**config.mk**
```make
export PLATFORM = sky130hd
export DESIGN_NAME = dma_chan_engine
export DESIGN_NICKNAME = d
export VERILOG_FILES = /design/src/rtl/dma_eng_pkg.sv /design/src/rtl/dma_addr_calc.sv /design/src/rtl/dma_req_qual.sv /design/src/rtl/dma_chan_engine.sv
export SDC_FILE = /design/constraint.sdc
export NUM_CORES = 1
export LEC_CHECK = 0
export BUFFER_PORTS_ARGS = -buffer_cell sky130_fd_sc_hd__clkbuf_2
export CORE_MARGIN = 3
export CORE_UTILIZATION = 56
export CTS_CLUSTER_DIAMETER = 150
export DETAILED_ROUTE_END_ITERATION = 12
export PLACE_DENSITY = 0.87
export SYNTH_ARGS = -nofsm -noshare
export SYNTH_HDL_FRONTEND = slang
export SYNTH_SLANG_ARGS = --single-unit
```
**constraint.sdc**
```tcl
create_clock -name clk_i -period 8.2 [get_ports clk_i]
set_input_delay 0.82 -clock clk_i [delete_from_list [all_inputs] [get_ports clk_i]]
set_output_delay 0.82 -clock clk_i [all_outputs]
set_load 0.02 [all_outputs]
```
**src/rtl/dma_eng_pkg.sv**
```systemverilog
package dma_eng_pkg;
  typedef enum logic [1:0] {ST_IDLE, ST_RD, ST_WR} eng_st_e;

  localparam logic [2:0] MODE_STOP  = 3'd0;
  localparam logic [2:0] MODE_BASIC = 3'd1;
  localparam logic [2:0] MODE_AUTO  = 3'd2;
  localparam logic [1:0] INC_NONE   = 2'd3;
  localparam int CNT_LO = 4;
  localparam int CNT_W  = 10;

  function automatic logic cfg_bad(input logic [31:0] c);
    logic [1:0] di, dz, si, sz;
    logic [2:0] md;
    di = c[31:30]; dz = c[29:28]; si = c[27:26]; sz = c[25:24]; md = c[2:0];
    cfg_bad = (sz > 2'd2) || (dz != sz) ||
              ((si != INC_NONE) && (si < sz)) ||
              ((di != INC_NONE) && (di < dz)) ||
              (md > MODE_AUTO);
  endfunction
endpackage

```
**src/rtl/dma_addr_calc.sv**
```systemverilog
module dma_addr_calc #(
  parameter int AW = 32
) (
  input  logic [AW-1:0]                     end_addr_i,
  input  logic [dma_eng_pkg::CNT_W-1:0]     rem_m1_i,
  input  logic [1:0]                        inc_i,
  output logic [AW-1:0]                     addr_o
);
  logic [AW-1:0] off;
  always_comb begin
    off    = {{(AW-dma_eng_pkg::CNT_W){1'b0}}, rem_m1_i} << inc_i;
    addr_o = (inc_i == dma_eng_pkg::INC_NONE) ? end_addr_i : end_addr_i - off;
  end
endmodule

```
**src/rtl/dma_req_qual.sv**
```systemverilog
module dma_req_qual (
  input  logic sw_req_i,
  input  logic hw_sreq_i,
  input  logic hw_breq_i,
  input  logic req_mask_i,
  input  logic burst_only_i,
  output logic trig_o
);
  logic hw_req;
  assign hw_req = hw_breq_i | (hw_sreq_i & ~burst_only_i);
  assign trig_o = sw_req_i | (hw_req & ~req_mask_i);
endmodule

```
**src/rtl/dma_chan_engine.sv**
```systemverilog
module dma_chan_engine #(
  parameter int AW      = 32,
  parameter int ARB_MAX = 10
) (
  input  logic          clk_i,
  input  logic          rst_ni,
  input  logic          cfg_wr_i,
  input  logic [AW-1:0] cfg_src_end_i,
  input  logic [AW-1:0] cfg_dst_end_i,
  input  logic [31:0]   cfg_ctrl_i,
  input  logic          en_set_i,
  input  logic          req_mask_i,
  input  logic          burst_only_i,
  input  logic          sw_req_i,
  input  logic          hw_sreq_i,
  input  logic          hw_breq_i,
  output logic          rd_en_o,
  output logic [AW-1:0] rd_addr_o,
  input  logic [31:0]   rd_data_i,
  output logic          wr_en_o,
  output logic [AW-1:0] wr_addr_o,
  output logic [31:0]   wr_data_o,
  output logic [1:0]    wr_size_o,
  output logic [31:0]   ctrl_o,
  output logic          chan_en_o,
  output logic          busy_o,
  output logic          done_o,
  output logic          err_o
);
  import dma_eng_pkg::*;

  localparam int BLK_W = (ARB_MAX < 1) ? 1 : ARB_MAX;
  localparam logic [3:0] ARB_CAP = 4'(ARB_MAX);

  eng_st_e       st_q;
  logic [AW-1:0] src_end_q, dst_end_q;
  logic [31:0]   ctrl_q;
  logic          en_q, err_q, done_q, auto_run_q;
  logic [BLK_W-1:0] blk_q;

  logic [CNT_W-1:0] rem_m1;
  logic [2:0]       mode;
  logic [3:0]       arb_eff;
  logic [BLK_W:0]   blk_lim;
  logic             blk_last, trig, go;

  assign rem_m1  = ctrl_q[CNT_LO +: CNT_W];
  assign mode    = ctrl_q[2:0];
  assign arb_eff = (ctrl_q[17:14] > ARB_CAP) ? ARB_CAP : ctrl_q[17:14];
  assign blk_lim = ({{BLK_W{1'b0}}, 1'b1} << arb_eff) - 1'b1;
  assign blk_last = ({1'b0, blk_q} == blk_lim);

  dma_req_qual u_qual (
    .sw_req_i    (sw_req_i),
    .hw_sreq_i   (hw_sreq_i),
    .hw_breq_i   (hw_breq_i),
    .req_mask_i  (req_mask_i),
    .burst_only_i(burst_only_i),
    .trig_o      (trig)
  );

  dma_addr_calc #(.AW(AW)) u_src_addr (
    .end_addr_i(src_end_q), .rem_m1_i(rem_m1), .inc_i(ctrl_q[27:26]), .addr_o(rd_addr_o)
  );
  dma_addr_calc #(.AW(AW)) u_dst_addr (
    .end_addr_i(dst_end_q), .rem_m1_i(rem_m1), .inc_i(ctrl_q[31:30]), .addr_o(wr_addr_o)
  );

  assign go = (st_q == ST_IDLE) && !cfg_wr_i && en_q && (mode != MODE_STOP) &&
              (trig || auto_run_q);

  always_ff @(posedge clk_i or negedge rst_ni) begin
    if (!rst_ni) begin
      st_q       <= ST_IDLE;
      src_end_q  <= '0;
      dst_end_q  <= '0;
      ctrl_q     <= '0;
      en_q       <= 1'b0;
      err_q      <= 1'b0;
      done_q     <= 1'b0;
      auto_run_q <= 1'b0;
      blk_q      <= '0;
    end else begin
      done_q <= 1'b0;
      if (en_set_i) en_q <= 1'b1;
      unique case (st_q)
        ST_IDLE: begin
          if (cfg_wr_i) begin
            src_end_q  <= cfg_src_end_i;
            dst_end_q  <= cfg_dst_end_i;
            ctrl_q     <= cfg_ctrl_i;
            err_q      <= 1'b0;
            auto_run_q <= 1'b0;
            blk_q      <= '0;
          end else if (go) begin
            if (cfg_bad(ctrl_q)) begin
              err_q      <= 1'b1;
              en_q       <= 1'b0;
              auto_run_q <= 1'b0;
            end else begin
              st_q <= ST_RD;
              if (mode == MODE_AUTO) auto_run_q <= 1'b1;
            end
          end
        end
        ST_RD: st_q <= ST_WR;
        ST_WR: begin
          if (rem_m1 == '0) begin
            ctrl_q[2:0] <= MODE_STOP;
            en_q        <= 1'b0;
            done_q      <= 1'b1;
            auto_run_q  <= 1'b0;
            blk_q       <= '0;
            st_q        <= ST_IDLE;
          end else begin
            ctrl_q[CNT_LO +: CNT_W] <= rem_m1 - 1'b1;
            if (blk_last) begin
              blk_q <= '0;
              st_q  <= ST_IDLE;
            end else begin
              blk_q <= blk_q + 1'b1;
              st_q  <= ST_RD;
            end
          end
        end
        default: st_q <= ST_IDLE;
      endcase
    end
  end

  always_comb begin
    unique case (ctrl_q[25:24])
      2'd0:    wr_data_o = {24'h0, rd_data_i[7:0]};
      2'd1:    wr_data_o = {16'h0, rd_data_i[15:0]};
      default: wr_data_o = rd_data_i;
    endcase
  end

  assign rd_en_o   = (st_q == ST_RD);
  assign wr_en_o   = (st_q == ST_WR);
  assign wr_size_o = ctrl_q[25:24];
  assign ctrl_o    = ctrl_q;
  assign chan_en_o = en_q;
  assign busy_o    = (st_q != ST_IDLE);
  assign done_o    = done_q;
  assign err_o     = err_q;


  no_rw_overlap_chk: assert property (@(posedge clk_i) disable iff (!rst_ni)
    !(rd_en_o && wr_en_o));

  wr_after_rd_chk: assert property (@(posedge clk_i) disable iff (!rst_ni)
    wr_en_o |-> $past(rd_en_o));

  done_stops_chk: assert property (@(posedge clk_i) disable iff (!rst_ni)
    done_o |-> (!chan_en_o && ctrl_o[2:0] == MODE_STOP && ctrl_o[13:4] == '0));

  count_step_chk: assert property (@(posedge clk_i) disable iff (!rst_ni)
    (wr_en_o && rem_m1 != '0) |=> (rem_m1 == $past(rem_m1) - 1'b1));

  fixed_src_chk: assert property (@(posedge clk_i) disable iff (!rst_ni)
    (rd_en_o && ctrl_o[27:26] == INC_NONE) |-> (rd_addr_o == src_end_q));

  err_no_move_chk: assert property (@(posedge clk_i) disable iff (!rst_ni)
    $rose(err_o) |-> (!rd_en_o && !chan_en_o && $past(!busy_o)));
endmodule

```
==> impl_metrics.sql <==
INSERT INTO impl_metrics (metric_group, metric, value, unit) VALUES
('finish', 'most-common-layout-cells', 'nand2_1 (294), clkbuf_2 (255), dfrtp_1 (112), nor2_1 (79), a21oi_1 (54)', ''),
('sta', 'final_max_slew_viol_count', '0', ''),
('clocking', 'clock_sink_count', '112', ''),
('synth', 'cell_area_after_technology_mapping', '0.00806', 'mm^2'),
('sta', 'min_period', '4.75', 'ns'),
('floorplan', 'placement_rows', '43', ''),
('place', 'gp_routability_congestion', '0.925', ''),
('worst_setup_path', 'slowest_stage', 'dfrtp_1', ''),
('drt', 'totalWireLength', '21700', 'um'),
('finish', 'multi_input_comb_area', '0.00485', 'mm^2'),
('place', 'placed_area', '0.00931', 'mm^2'),
('run_status', 'run_status', 'complete, no violations', ''),
('synth', 'syn_nets', '1208', ''),
('global_routing', 'grt_pass1_vias', '7597', ''),
('clocking', 'insertion_delay', '0.36', 'ns'),
('drt', 'route.vias.total', '7871', ''),
('floorplan', 'floorplan.initialDensity', '57.6', '%'),
('sta', 'setup_total_negative_slack', '0', 'ns'),
('worst_setup_path', 'path_class', 'flip-flop to primary output', ''),
('finish', 'final_net_count', '1416', ''),
('clocking', 'cts.repair_timing.setup_buffer_count', '0', ''),
('worst_setup_path', 'critPathMaxFanout', '22', ''),
('sta', 'final_count_of_hold_timing_violations', '0', ''),
('synth', 'synth_enable_flop_cells', '0', ''),
('synth', 'ys_types', '77', ''),
('finish', 'filler_cells_inserted', '1184', ''),
('worst_setup_path', 'crit_path_start_kind', 'flip-flop', ''),
('place', 'port_buffers', '256', ''),
('drt', 'viasPerCell', '5.50', ''),
('worst_setup_path', 'arrival', '3.93', 'ns'),
('sta', 'worst_hold_slack', '0.480', 'ns'),
('place', 'dp_worst_setup_slack', '3.88', 'ns'),
('sta', 'layout_setup_ws', '3.45', 'ns'),
('hold_path', 'min-delay-path-class', 'input port to asynchronous set/reset pin', ''),
('sta', 'grt_setup_unrepaired', 'no', ''),
('synth', 'synthFlopType', 'dfrtp_1', ''),
('global_routing', 'globalRouteOverflowTotal', '0', ''),
('clocking', 'clock_path_buffers', '2', ''),
('floorplan', 'chipHeight', '126', 'um'),
('sta', 'finalClockSkew', '0.0105', 'ns'),
('sta', 'clock.fmax', '211', 'MHz'),
('worst_setup_path', 'crit_path_cell_trace', 'mux2_2, o21ai_0, ha_1, o21a_1, o31a_1, o32ai_4, o21ai_2, or4_4, nor3_2, xor2_1, clkbuf_2', ''),
('clocking', 'holdBufCountCts', '0', ''),
('floorplan', 'ios', '273', ''),
('clocking', 'numCtsBuffers', '9', ''),
('finish', 'area.sequential', '0.00280', 'mm^2'),
('drt', 'route.detailed.drc', '0', ''),
('floorplan', 'dieArea', '0.0159', 'mm^2'),
('sta', 'worst_pin_slew', '1.07', 'ns'),
('drt', 'dr.pass1.iters', '5', ''),
('synth', 'ys.warnings.count', '0', ''),
('finish', 'area.growth.synth_to_final', '19.3', '%'),
('worst_setup_path', 'endpoint_kind', 'primary output', ''),
('clocking', 'clk_transition_reported_paths', '0.08', 'ns'),
('flow_run', 'max-cap-violations', '0', ''),
('place', 'detailed_place_hpwl', '16200', 'um'),
('drt', 'routed_wire_length_per_instance', '15.2', 'um'),
('clocking', 'tritoncts_clock_tree', 'done', ''),
('finish', 'drive_above_1_share', '24.5', '%'),
('clocking', 'post_cts_resized', '0', ''),
('global_routing', 'grt_antenna_before_repair', '0', ''),
('synth', 'synth.yosys.seq_area_share', '34.8', '%'),
('worst_setup_path', 'worst-path-buf-inv', '1', ''),
('clocking', 'root_cell_of_the_clock_tree', 'clkbuf_16', ''),
('global_routing', 'grt_pass1_wl', '35900', 'um'),
('drt', 'drt.antenna.violating_nets', '0', ''),
('finish', 'final_cell_area', '0.00961', 'mm^2'),
('floorplan', 'placeableCoreArea', '0.0140', 'mm^2'),
('finish', 'mostFrequentLayoutCell', 'nand2_1', ''),
('finish', 'n_antenna_cell', '0', ''),
('floorplan', 'floorplan.die.width', '126', 'um');
-- routing by layer --
layer | vias up | part of all wire (%) | track usage, %
met3 | 41 | 5.6 | 4.45
met1 | 3651 | 43 | 35.1
li1 | 3904 | - | -
met5 | - | 0 | 0
met4 | 0 | 2.8 | 10.5
met2 | 275 | 49 | 46.2
-- path summary, 6_finish.rpt --
path,startpoint,to,slack [ns],cells past startpoint
hold reg to reg,ctrl_o[20],ctrl_o[20],0.48,2
setup reg to reg,ctrl_o[16],blk_q[6],5.04,10
hold / removal,rst_ni,ctrl_o[24],0.48,1
setup / recovery,ctrl_o[27],rd_addr_o[24],3.45,11
min in group clk_i,ctrl_o[20],ctrl_o[20],0.48,2
max in group asynchronous,rst_ni,src_end_q[30],6.47,2
-- cell families (layout without fill, tap and decap cells) --
group                    Yosys count  in the layout  share of synthesized area (%)
multiplexers                      24             24                           3.40
flip-flops                       112            112                           34.8
buffers and inverters             95            308                           5.02
XOR/XNOR                          60             60                           6.52
AO/OA/AOI/OAI                    181            181                           14.3
AND/OR/NAND/NOR                  533            533                           30.7
adder cells (fa/ha/maj)           33             33                           5.31
-- area by class of cell --
class / instances / area share [%]
multi-input combinational: 831 / 50.5
sequential: 112 / 29.2
timing repair buffer: 258 / 13.5
clock buffer: 11 / 2.42
tap: 180 / 2.34
inverter: 34 / 1.33
clock inverter: 5 / 0.690
-- stage by stage --
step           std cells  util [%]
2_1_floorplan       1038         -
3_3_place_gp        1415      66.5
3_5_place_dp        1415      66.5
4_1_cts             1431      68.7
5_1_grt             1431      68.7
6_report            1431      68.7
-- sequential cells by signal, indices dropped and copies added (netlist names), 2 cells and up --
signal,flops
ctrl_o,32
dst_end_q,32
src_end_q,32
blk_q,10
st_q,2
-- Yosys cell counts, types with 3 or more instances --
| master | count | area share (%) |
|---|---|---|
| a211o_1 | 3 | 0.33 |
| nor2_1 | 79 | 3.7 |
| nand2b_1 | 15 | 1.2 |
| ha_1 | 31 | 4.8 |
| buf_1 | 5 | 0.23 |
| nor3_1 | 26 | 1.6 |
| xor2_1 | 39 | 4.2 |
| mux2_2 | 7 | 0.98 |
| and3_1 | 7 | 0.54 |
| nand2_1 | 295 | 14 |
| clkbuf_1 | 40 | 1.9 |
| nor2b_1 | 21 | 1.6 |
| a211oi_1 | 4 | 0.37 |
| xnor2_1 | 21 | 2.3 |
| nand3_1 | 11 | 0.68 |
| mux2i_1 | 15 | 1.9 |
| o22ai_1 | 4 | 0.31 |
| o21ai_0 | 51 | 3.2 |
| and2_1 | 25 | 1.9 |
| nor4b_1 | 3 | 0.33 |
| inv_1 | 32 | 1.5 |
| or3_1 | 8 | 0.62 |
| o21a_1 | 10 | 0.93 |
| buf_2 | 5 | 0.31 |
| nor4_1 | 11 | 0.85 |
| o21ai_1 | 3 | 0.19 |
| dfrtp_1 | 112 | 35 |
| a21oi_1 | 54 | 3.4 |
| o31a_1 | 3 | 0.33 |
| buf_4 | 11 | 1.0 |
| or3_4 | 3 | 0.42 |
| o31ai_1 | 4 | 0.37 |
| nand4_1 | 4 | 0.31 |
| a22oi_1 | 3 | 0.28 |
| or4_4 | 3 | 0.42 |
| a21o_1 | 12 | 1.1 |
| a31oi_1 | 3 | 0.23 |
Power is not shown: default switching activity piles up to over one toggle a cycle in this logic, so the estimate is an artifact.
